## src/rtl/ctl_port_pkg.sv

```systemverilog
`timescale 1ns/1ps
package ctl_port_pkg;

  typedef enum logic {
    CMD_WRITE = 1'b0,
    CMD_READ  = 1'b1
  } cmd_e;

  // Registers below natt come up at full scale, the rest at zero.
  function automatic logic [31:0] reg_default(int idx, int natt);
    return (idx < natt) ? 32'hFFFF_FFFF : 32'h0;
  endfunction

endpackage

```

## src/rtl/ctl_sync.sv

```systemverilog
`timescale 1ns/1ps
module ctl_sync #(
  parameter int          W   = 1,
  parameter logic [W-1:0] RST = '0
) (
  input  logic         clk,
  input  logic         rst_n,
  input  logic [W-1:0] d_i,
  output logic [W-1:0] q_o
);

  logic [W-1:0] stg1, stg2;

  always_ff @(posedge clk or negedge rst_n) begin
    if (!rst_n) begin
      stg1 <= RST;
      stg2 <= RST;
    end else begin
      stg1 <= d_i;
      stg2 <= stg1;
    end
  end

  assign q_o = stg2;

endmodule

```

## src/rtl/ctl_serdes.sv

```systemverilog
`timescale 1ns/1ps
module ctl_serdes #(
  parameter int ADDR_W = 4,
  parameter int DATA_W = 10,
  localparam int HDR_W  = ADDR_W + 2,
  localparam int WORD_W = HDR_W + DATA_W
) (
  input  logic              clk,
  input  logic              rst_n,
  input  logic              sck_s,
  input  logic              cs_s,
  input  logic              sdi_s,
  input  logic [DATA_W-1:0] rd_data,
  output logic [ADDR_W-1:0] rd_addr,
  output logic              sdo,
  output logic              done,
  output logic [WORD_W-1:0] word
);

  localparam int CNT_W = $clog2(WORD_W + 2);
  localparam logic [CNT_W-1:0] CNT_WORD = CNT_W'(WORD_W);
  localparam logic [CNT_W-1:0] CNT_HDR  = CNT_W'(HDR_W);

  logic              sck_q, cs_q;
  logic [WORD_W-1:0] sh_q, sh_d;
  logic [CNT_W-1:0]  cnt_q, cnt_d;
  logic [DATA_W-1:0] out_q, out_d;
  logic              rdm_q, rdm_d;
  logic              done_q, done_d;
  logic              rise, fall, start, stop, active;

  assign rise   = sck_s & ~sck_q;
  assign fall   = ~sck_s & sck_q;
  assign start  = cs_q & ~cs_s;
  assign stop   = ~cs_q & cs_s;
  assign active = ~cs_s;

  always_comb begin
    sh_d   = sh_q;
    cnt_d  = cnt_q;
    out_d  = out_q;
    rdm_d  = rdm_q;
    done_d = 1'b0;
    if (start) begin
      cnt_d = '0;
      rdm_d = 1'b0;
    end else if (active && rise && (cnt_q <= CNT_WORD)) begin
      cnt_d = cnt_q + 1'b1;
      if (cnt_q < CNT_WORD) sh_d = {sh_q[WORD_W-2:0], sdi_s};
    end else if (active && fall) begin
      if (cnt_q == CNT_HDR) begin
        out_d = rd_data;
        rdm_d = sh_q[1];
      end else if ((cnt_q > CNT_HDR) && (cnt_q < CNT_WORD)) begin
        out_d = {out_q[DATA_W-2:0], 1'b0};
      end
    end
    if (stop) done_d = (cnt_q == CNT_WORD);
  end

  always_ff @(posedge clk or negedge rst_n) begin
    if (!rst_n) begin
      sck_q  <= 1'b0;
      cs_q   <= 1'b1;
      sh_q   <= '0;
      cnt_q  <= '0;
      out_q  <= '0;
      rdm_q  <= 1'b0;
      done_q <= 1'b0;
    end else begin
      sck_q  <= sck_s;
      cs_q   <= cs_s;
      sh_q   <= sh_d;
      cnt_q  <= cnt_d;
      out_q  <= out_d;
      rdm_q  <= rdm_d;
      done_q <= done_d;
    end
  end

  assign rd_addr = sh_q[HDR_W-1:2];
  assign sdo     = rdm_q & ~cs_s & out_q[DATA_W-1];
  assign done    = done_q;
  assign word    = sh_q;

endmodule

```

## src/rtl/ctl_init.sv

```systemverilog
`timescale 1ns/1ps
module ctl_init #(
  parameter int INIT_FRAMES = 20
) (
  input  logic clk,
  input  logic rst_n,
  input  logic frm_s,
  output logic busy
);

  localparam int CW = $clog2(INIT_FRAMES + 1);
  localparam logic [CW-1:0] LIM = CW'(INIT_FRAMES);

  logic          frm_q;
  logic [CW-1:0] cnt_q, cnt_d;

  always_comb begin
    cnt_d = cnt_q;
    if (frm_s && !frm_q && (cnt_q != LIM)) cnt_d = cnt_q + 1'b1;
  end

  always_ff @(posedge clk or negedge rst_n) begin
    if (!rst_n) begin
      frm_q <= 1'b0;
      cnt_q <= '0;
    end else begin
      frm_q <= frm_s;
      cnt_q <= cnt_d;
    end
  end

  assign busy = (cnt_q != LIM);

endmodule

```

## src/rtl/ctl_regfile.sv

```systemverilog
`timescale 1ns/1ps
module ctl_regfile
  import ctl_port_pkg::*;
#(
  parameter int ADDR_W    = 4,
  parameter int DATA_W    = 10,
  parameter int NREG      = 8,
  parameter int NATT      = 4,
  parameter int NPEAK     = 4,
  parameter int PEAK_BASE = 8,
  parameter int STAT_ADDR = 15,
  localparam int WORD_W   = ADDR_W + 2 + DATA_W
) (
  input  logic                    clk,
  input  logic                    rst_n,
  input  logic                    done,
  input  logic [WORD_W-1:0]       word,
  input  logic                    busy,
  input  logic [ADDR_W-1:0]       rd_addr,
  input  logic [NPEAK*DATA_W-1:0] peak_i,
  output logic [NREG*DATA_W-1:0]  cfg_o,
  output logic [DATA_W-1:0]       rd_data,
  output logic                    err
);

  logic [ADDR_W-1:0] w_addr;
  cmd_e              w_cmd;
  logic [DATA_W-1:0] w_data;
  logic              unused_rsv;
  logic              err_d;

  assign w_addr     = word[WORD_W-1 -: ADDR_W];
  assign w_cmd      = cmd_e'(word[DATA_W+1]);
  assign w_data     = word[DATA_W-1:0];
  assign unused_rsv = word[DATA_W];

  for (genvar g = 0; g < NREG; g++) begin : g_reg
    localparam logic [DATA_W-1:0] DFLT = DATA_W'(reg_default(g, NATT));
    logic [DATA_W-1:0] q;
    logic              we;
    assign we = done && (w_cmd == CMD_WRITE) && !busy && (w_addr == ADDR_W'(g));
    always_ff @(posedge clk or negedge rst_n) begin
      if (!rst_n)  q <= DFLT;
      else if (we) q <= w_data;
    end
    assign cfg_o[g*DATA_W +: DATA_W] = q;
  end

  always_comb begin
    err_d = err;
    if (done && (w_cmd == CMD_WRITE) && busy) err_d = 1'b1;
    else if (done && (w_cmd == CMD_READ) && (w_addr == ADDR_W'(STAT_ADDR))) err_d = 1'b0;
  end

  always_ff @(posedge clk or negedge rst_n) begin
    if (!rst_n) err <= 1'b0;
    else        err <= err_d;
  end

  always_comb begin
    rd_data = '0;
    for (int i = 0; i < NREG; i++) begin
      if (rd_addr == ADDR_W'(i)) rd_data = cfg_o[i*DATA_W +: DATA_W];
    end
    for (int i = 0; i < NPEAK; i++) begin
      if (rd_addr == ADDR_W'(PEAK_BASE + i)) rd_data = peak_i[i*DATA_W +: DATA_W];
    end
    if (rd_addr == ADDR_W'(STAT_ADDR)) rd_data = DATA_W'({busy, err});
  end

endmodule

```

## src/rtl/ctl_port.sv

```systemverilog
`timescale 1ns/1ps
module ctl_port #(
  parameter int ADDR_W      = 4,
  parameter int DATA_W      = 10,
  parameter int NREG        = 8,
  parameter int NATT        = 4,
  parameter int NPEAK       = 4,
  parameter int PEAK_BASE   = 8,
  parameter int STAT_ADDR   = 15,
  parameter int INIT_FRAMES = 20
) (
  input  logic                    clk,
  input  logic                    rst_n,
  input  logic                    frm_clk,
  input  logic                    cs_n,
  input  logic                    sck,
  input  logic                    sdi,
  output logic                    sdo,
  input  logic [NPEAK*DATA_W-1:0] peak_i,
  output logic [NREG*DATA_W-1:0]  cfg_o,
  output logic                    init_busy,
  output logic                    wr_err
);

  localparam int WORD_W = ADDR_W + 2 + DATA_W;

  logic [3:0]        sync_o;
  logic              frm_s, cs_s, sck_s, sdi_s;
  logic              frm_done;
  logic [WORD_W-1:0] frm_word;
  logic [ADDR_W-1:0] rd_addr;
  logic [DATA_W-1:0] rd_data;

  ctl_sync #(.W(4), .RST(4'b0100)) u_sync (
    .clk   (clk),
    .rst_n (rst_n),
    .d_i   ({frm_clk, cs_n, sck, sdi}),
    .q_o   (sync_o)
  );

  assign {frm_s, cs_s, sck_s, sdi_s} = sync_o;

  ctl_serdes #(.ADDR_W(ADDR_W), .DATA_W(DATA_W)) u_serdes (
    .clk     (clk),
    .rst_n   (rst_n),
    .sck_s   (sck_s),
    .cs_s    (cs_s),
    .sdi_s   (sdi_s),
    .rd_data (rd_data),
    .rd_addr (rd_addr),
    .sdo     (sdo),
    .done    (frm_done),
    .word    (frm_word)
  );

  ctl_init #(.INIT_FRAMES(INIT_FRAMES)) u_init (
    .clk   (clk),
    .rst_n (rst_n),
    .frm_s (frm_s),
    .busy  (init_busy)
  );

  ctl_regfile #(
    .ADDR_W(ADDR_W), .DATA_W(DATA_W), .NREG(NREG), .NATT(NATT),
    .NPEAK(NPEAK), .PEAK_BASE(PEAK_BASE), .STAT_ADDR(STAT_ADDR)
  ) u_regs (
    .clk     (clk),
    .rst_n   (rst_n),
    .done    (frm_done),
    .word    (frm_word),
    .busy    (init_busy),
    .rd_addr (rd_addr),
    .peak_i  (peak_i),
    .cfg_o   (cfg_o),
    .rd_data (rd_data),
    .err     (wr_err)
  );

endmodule

```

## config.mk

```make
export PLATFORM = sky130hd
export DESIGN_NAME = ctl_port
export DESIGN_NICKNAME = d
export VERILOG_FILES = /design/src/rtl/ctl_port_pkg.sv /design/src/rtl/ctl_sync.sv /design/src/rtl/ctl_serdes.sv /design/src/rtl/ctl_init.sv /design/src/rtl/ctl_regfile.sv /design/src/rtl/ctl_port.sv
export SDC_FILE = /design/constraint.sdc
export NUM_CORES = 1
export LEC_CHECK = 0
export ABC_AREA = 1
export BUFFER_PORTS_ARGS = -buffer_cell sky130_fd_sc_hd__buf_2
export CAP_MARGIN = 20
export CORE_ASPECT_RATIO = 0.8
export CORE_MARGIN = 2
export CORE_UTILIZATION = 45
export CTS_CLUSTER_DIAMETER = 120
export DETAILED_ROUTE_END_ITERATION = 16
export PLACE_DENSITY = 0.68
export SYNTH_ARGS = -nofsm -noshare
export SYNTH_HDL_FRONTEND = slang
export SYNTH_SLANG_ARGS = --single-unit
```

## constraint.sdc

```tcl
create_clock -name clk -period 2.5 [get_ports clk]
set_clock_uncertainty 0.1 [all_clocks]
set_input_delay 0.375 -clock clk [delete_from_list [all_inputs] [get_ports clk]]
set_output_delay 0.375 -clock clk [all_outputs]
set_load 0.005 [all_outputs]
```

-- Word-level counts from Yosys, hierarchy flattened
Index checks and enable logic that the tools add are counted.
- add/subtract/negate cells: 2
- $lt $le $gt $ge: 3
- equal/unequal tests: 24
- muxes and demuxes: 24
- bitwise operators: 13
- reductions and logical operators: 31
- operators by type and width (operator ; count):
    10-bit 2-to-1 mux ; 15
    4-bit by 3-bit equality test with 1-bit output, second input constant ; 8
    4-bit equality test, second input constant ; 6
    1-bit logical AND ; 19
    4-bit by 2-bit equality test with 1-bit output, second input constant ; 4
    5-bit by 1-bit adder with 5-bit output, second input constant ; 2
    5-bit 2-to-1 mux ; 2
    2-bit nonzero test ; 5
    4-bit by 1-bit equality test with 1-bit output, second input constant ; 2
    4-bit logical NOT ; 2
    1-bit 2-to-1 mux ; 7
    1-bit NOT ; 7
    1-bit AND ; 6
    3-bit AND reduction ; 2
    5-bit by 3-bit equality test with 1-bit output, second input constant ; 1
    5-bit equality test, second input constant ; 1
    5-bit by 3-bit greater-than comparator with 1-bit output, second input constant ; 1
    5-bit <= comparator, second input constant ; 1
    5-bit less-than comparator, second input constant ; 1
    5-bit != test, second input constant ; 1
    4-bit AND reduction ; 1
    1-bit logical NOT ; 2
    2-bit by 1-bit != test with 1-bit output, second input constant ; 1
- bits in registers: 130
- input bits: 46
- logic and storage cells: 117

-- Logic depth before layout (Yosys ltp)
- depth in word-level cells: 15
- gate-level depth with buffers: 15
- mapped depth without buffers: 14

-- Cells and area by module
A second synthesis with hierarchy kept.
- cell total of the unflattened synthesis: 830
- area, all modules: 6633.9 µm²
- modules (own cells, without submodules) (module ; instances ; cells an instance ; area an instance (µm²)):
    ctl_regfile ; 1 ; 563 ; 4247.8
    ctl_serdes ; 1 ; 213 ; 1811.7
    ctl_init ; 1 ; 46 ; 371.6
    ctl_sync ; 1 ; 8 ; 202.7

-- Worst setup path after synthesis
No wires, ideal clock.
- kind: reg2reg
- from: reg u_serdes.cnt_q[0]
- to: reg u_serdes.out_q[1]
- data arrival time: 1536 ps
- data required time: 2284 ps
- path slack: 747 ps
- cell stages (with the launch flop): 10
- clock period less this slack: 1753 ps
- path through: dfrtp_1 > inv_1 > ha_1 > nand2_1 > nor3_2 > clkinv_1 > a31oi_1 > nand3_1 > nand2_1 > nand2_1
- word-level cells in the longest chain between the ends: 4
- elaborated cells on any way between the ends: 10
- ends and longest elaborated chain (what ; line ; source):
    start, declared ; ctl_serdes.sv:26 ; logic [CNT_W-1:0] cnt_q, cnt_d;
    start signal, assigned ; ctl_serdes.sv:74 ; cnt_q <= cnt_d;
    5-bit by 3-bit greater-than comparator with 1-bit output (tied with other cells) ; ctl_serdes.sv:54 ; end else if ((cnt_q > CNT_HDR) && (cnt_q < CNT_WORD)) begin
    1-bit logical AND, on equally long branches ; ctl_serdes.sv:54, ctl_serdes.sv:47 ;
    2-bit nonzero test (no source line) / 1-bit NOT (equally long branches) ; n/a ;
    4-bit AND reduction (no source line) ; n/a ;
    end signal, assigned ; ctl_serdes.sv:75 ; out_q <= out_d;
    end, declared ; ctl_serdes.sv:27 ; logic [DATA_W-1:0] out_q, out_d;
Parallel ways exist; a longest one is shown, timed or not.
A chain may end at the register's enable or synchronous reset.

-- Final worst setup path
- from: reg u_serdes.sh_q[2] (netlist: u_serdes.word[2])
- to: reg u_serdes.out_q[1]
- word-level cells in the longest chain between the ends: 15
- elaborated cells on any way between the ends: 27
- ends and longest elaborated chain (what ; line ; source):
    start, declared ; ctl_serdes.sv:25 ; logic [WORD_W-1:0] sh_q, sh_d;
    start signal, assigned ; ctl_serdes.sv:65 ; sh_q <= '0;
    start signal, assigned ; ctl_serdes.sv:73 ; sh_q <= sh_d;
    4-bit logical NOT ; ctl_regfile.sv:63 ; if (rd_addr == ADDR_W'(i)) rd_data = cfg_o[i*DATA_W +: DATA_W];
    10-bit 2-to-1 mux (8 in series) ; ctl_regfile.sv:63 ;
    10-bit 2-to-1 mux (4 in series) ; ctl_regfile.sv:66 ; if (rd_addr == ADDR_W'(PEAK_BASE + i)) rd_data = peak_i[i*DATA_W +: DATA_W];
    10-bit 2-to-1 mux * ; ctl_regfile.sv:68 ; if (rd_addr == ADDR_W'(STAT_ADDR)) rd_data = DATA_W'({busy, err});
    10-bit 2-to-1 mux * ; ctl_serdes.sv:51 ; if (cnt_q == CNT_HDR) begin
Mark *: on every way between the ends. The rest lies on a longest branch, timed or not.

==> impl_metrics.json <==
{
  "antenna_left": 0,
  "synth_seq_cells": 130,
  "overflow": 0,
  "port_buffers": 128,
  "hpwl_mm": 12.24,
  "start_util_pct": 45.56,
  "cts.sinks": 130,
  "cp.arrival_ns": 2.47,
  "synth_top_area_cell": "dfrtp_1",
  "cts_root_buffer": "clkbuf_16",
  "cp-end-kind": "register",
  "nets": 917,
  "worstPathMaxFanout": 12,
  "floorplan.rows": 38,
  "power.leakage_nw": 3.561,
  "setup_viol": 0,
  "cts_tree": "yes",
  "core_area_sq_um": 13410,
  "final-hold-violation-count": 0,
  "drt-vias-per-instance": 5.147,
  "dr_total_vias": 5456,
  "die_area_sq_um": 14530,
  "outcome": "finished, final reports clean",
  "die_x_um": 134.3,
  "grt_max_degree": 56,
  "ys_top_cells_by_area": "dfrtp_1 (36%), dfstp_2 (18%), nand2_1 (13%), o21ai_0 (8.0%), nor2_1 (3.6%)",
  "post_cts_buffers": 0,
  "diodes": 0,
  "fin_tns_setup_ns": 0,
  "drc": 0,
  "synth_top_area_share_pct": 35.64,
  "synth_nets": 775,
  "min_period_ns": 2.271,
  "htree_levels": 4,
  "clk_path_buf_depth": 2,
  "first_global_vias": 5118,
  "drive_gt1_share_pct": 29.55,
  "yosys_warnings": 0,
  "num_io_pins": 129,
  "synth_flop_cell": "dfrtp_1",
  "drt-total-wl_mm": 17.08,
  "synth_cell_type_count": 36,
  "avgSynthCellArea_sq_um": 8.425,
  "insertion_delay_ns": 0.41,
  "drt_first_iter_violations": 511,
  "die_height_um": 108.2,
  "antenna_found_initial": 0,
  "synth_most_common_cell": "nand2_1",
  "required_ns": 2.70,
  "place.gp.congestion": 0.8682,
  "max_slew.worst_pin.slew_ns": 0.6659,
  "synth_edf_count": 0,
  "drt_first_pass_iters": 5,
  "peakVddDrop_mv": 0.4967,
  "synth_commonest_cells": "nand2_1 (218), o21ai_0 (98), dfrtp_1 (87)",
  "wl_per_cell_um": 16.12,
  "rsz0062_at_grt": "no",
  "slew_headroom_pct": 55.50,
  "maxCapViolCount": 0,
  "design_area_sq_um": 7590,
  "area_growth_pct": 24.25,
  "syn-cell-area_sq_um": 6108,
  "grt_util_all_layers_pct": 24.29,
  "cts_buffers": 17,
  "period_share_pct": 90.84,
  "ys_seq_area_share_pct": 54.14,
  "place_area_sq_um": 6989,
  "path_class": "register to register",
  "clk_pin_slew_ns": 0.05,
  "synth_cells": 725,
  "min-delay-path-class": "input port to register",
  "slew_violations": 0,
  "max_freq_mhz": 440.3,
  "grt_pass1_wl_mm": 26.90,
  "cp-start-kind": "register",
  "powerDensity_nw_per_um2": 719.7,
  "ys_async_sr_fraction_pct": 100.0
}
==> where the power goes <==
part | switching (mW) | internal (mW)
sequential | 0.113 | 2.22
combinational | 0.581 | 0.235
clock | 0.908 | 1.41
total | 1.60 | 3.86
==> layout make-up <==
cell class | instances | area (sq um)
sequential | 130 | 3308
tap | 180 | 225.2
clock buffer | 22 | 464.2
timing repair buffer | 148 | 830.8
fill | 1285 | 5818
clock inverter | 10 | 85.08
multi-input combinational | 518 | 2479
inverter | 52 | 197.7
==> kinds of logic after synthesis <==
family / synth area share, %
buf+inv: 5.285
fa+ha+maj: 0.8194
flops: 54.14
simple gates: 26.57
xor+xnor: 0.5735
compound gates: 12.43
mux: 0.1843
==> critical path, cell delays in order, from the launching register on <==
cell	delay, ns
dfrtp_1	0.52
inv_2	0.21
nand2_4	0.14
nor2_2	0.11
nand2_1	0.08
nand3_1	0.16
nor2_1	0.17
nand4_1	0.15
nand2_1	0.10
nand3_1	0.06
nor2_1	0.16
nand3_1	0.09
nand2_1	0.07
nand2_1	0.04
==> layout by cell type, fill, tap and decap left out, drive strengths merged <==
| cell type | netlist | routed |
|---|---|---|
| nand2 | 227 | 227 |
| buf | 4 | 143 |
| o21ai | 99 | 99 |
| dfrtp | 87 | 87 |
| nor2 | 73 | 73 |
| inv | 51 | 51 |
| a21oi | 44 | 44 |
| dfstp | 43 | 43 |
| clkbuf | 20 | 22 |
| nand4 | 20 | 20 |
| nand3 | 20 | 20 |
| or2 | 12 | 12 |
| nor3 | 10 | 10 |
| clkinv | 1 | 6 |
| dlygate4sd3 | 0 | 5 |
| xor2 | 4 | 4 |
| ha | 4 | 4 |
| clkinvlp | 0 | 4 |
| a31oi | 2 | 2 |
| a311oi | 1 | 1 |
| a211oi | 1 | 1 |
| mux2 | 1 | 1 |
| bufinv | 0 | 1 |
==> metal layers <==
metal / up-vias / GRT usage, % / share of wire [%]
met2: 215 / 36.66 / 45
li1: 2656 / - / -
met1: 2564 / 35.34 / 47
met3: 21 / 5.485 / 7.5
met5: - / 0 / 0
met4: 0 / 6.917 / 1.1
==> stage by stage <==
| stage | worst slack (ns) | hold slack [ns] | cells | utilization (%) | total power [mW] |
|---|---|---|---|---|---|
| floorplan | 0.7471 | -0.02059 | 725 | - | 2.876 |
| global placement | 0.1938 | 0.2322 | 1023 | 52.13 | 3.151 |
| detailed placement | 0.1804 | 0.2372 | 1023 | 52.13 | 3.162 |
| CTS | 0.1482 | 0.1964 | 1060 | 56.60 | 5.486 |
| global route | 0.08674 | 0.2270 | 1060 | 56.61 | 5.708 |
| finish | 0.2290 | 0.1978 | 1060 | 56.61 | 5.462 |
==> sequential cells by signal, summed over array words and instances, names as in the netlist <==
| signal | count |
|---|---|
| u_init.cnt_q | 5 |
| u_init.frm_q | 1 |
| u_regs.err | 1 |
| u_regs.g.q | 80 |
| u_serdes.cnt_q | 5 |
| u_serdes.cs_q | 1 |
| u_serdes.done | 1 |
| u_serdes.out_q | 10 |
| u_serdes.rdm_q | 1 |
| u_serdes.sck_q | 1 |
| u_serdes.word | 16 |
| u_sync.q_o | 4 |
| u_sync.stg1 | 4 |
==> worst paths after layout <==
path | startpoint | end | slack, ns | cells past startpoint
min in group asynchronous | rst_n | u_serdes.word[1] | 0.40 | 2
worst min-delay path | peak_i[31] | u_serdes.out_q[1] | 0.20 | 5
max in group asynchronous | rst_n | u_regs.g_reg[3].q[6] | 1.20 | 3
worst max-delay path | u_serdes.word[2] | u_serdes.out_q[1] | 0.23 | 13
worst max register to register | u_serdes.word[2] | u_serdes.out_q[1] | 0.23 | 13
worst min register to register | u_sync.stg1[0] | u_sync.q_o[0] | 0.25 | 0
==> repair_timing <==
action                                 CTS  global route
resized for setup                        0             1
setup endpoints to repair                0             1
endpoints found under the hold margin   26             0
hold buffers                             5             0
(Power assumes the default switching activity.)
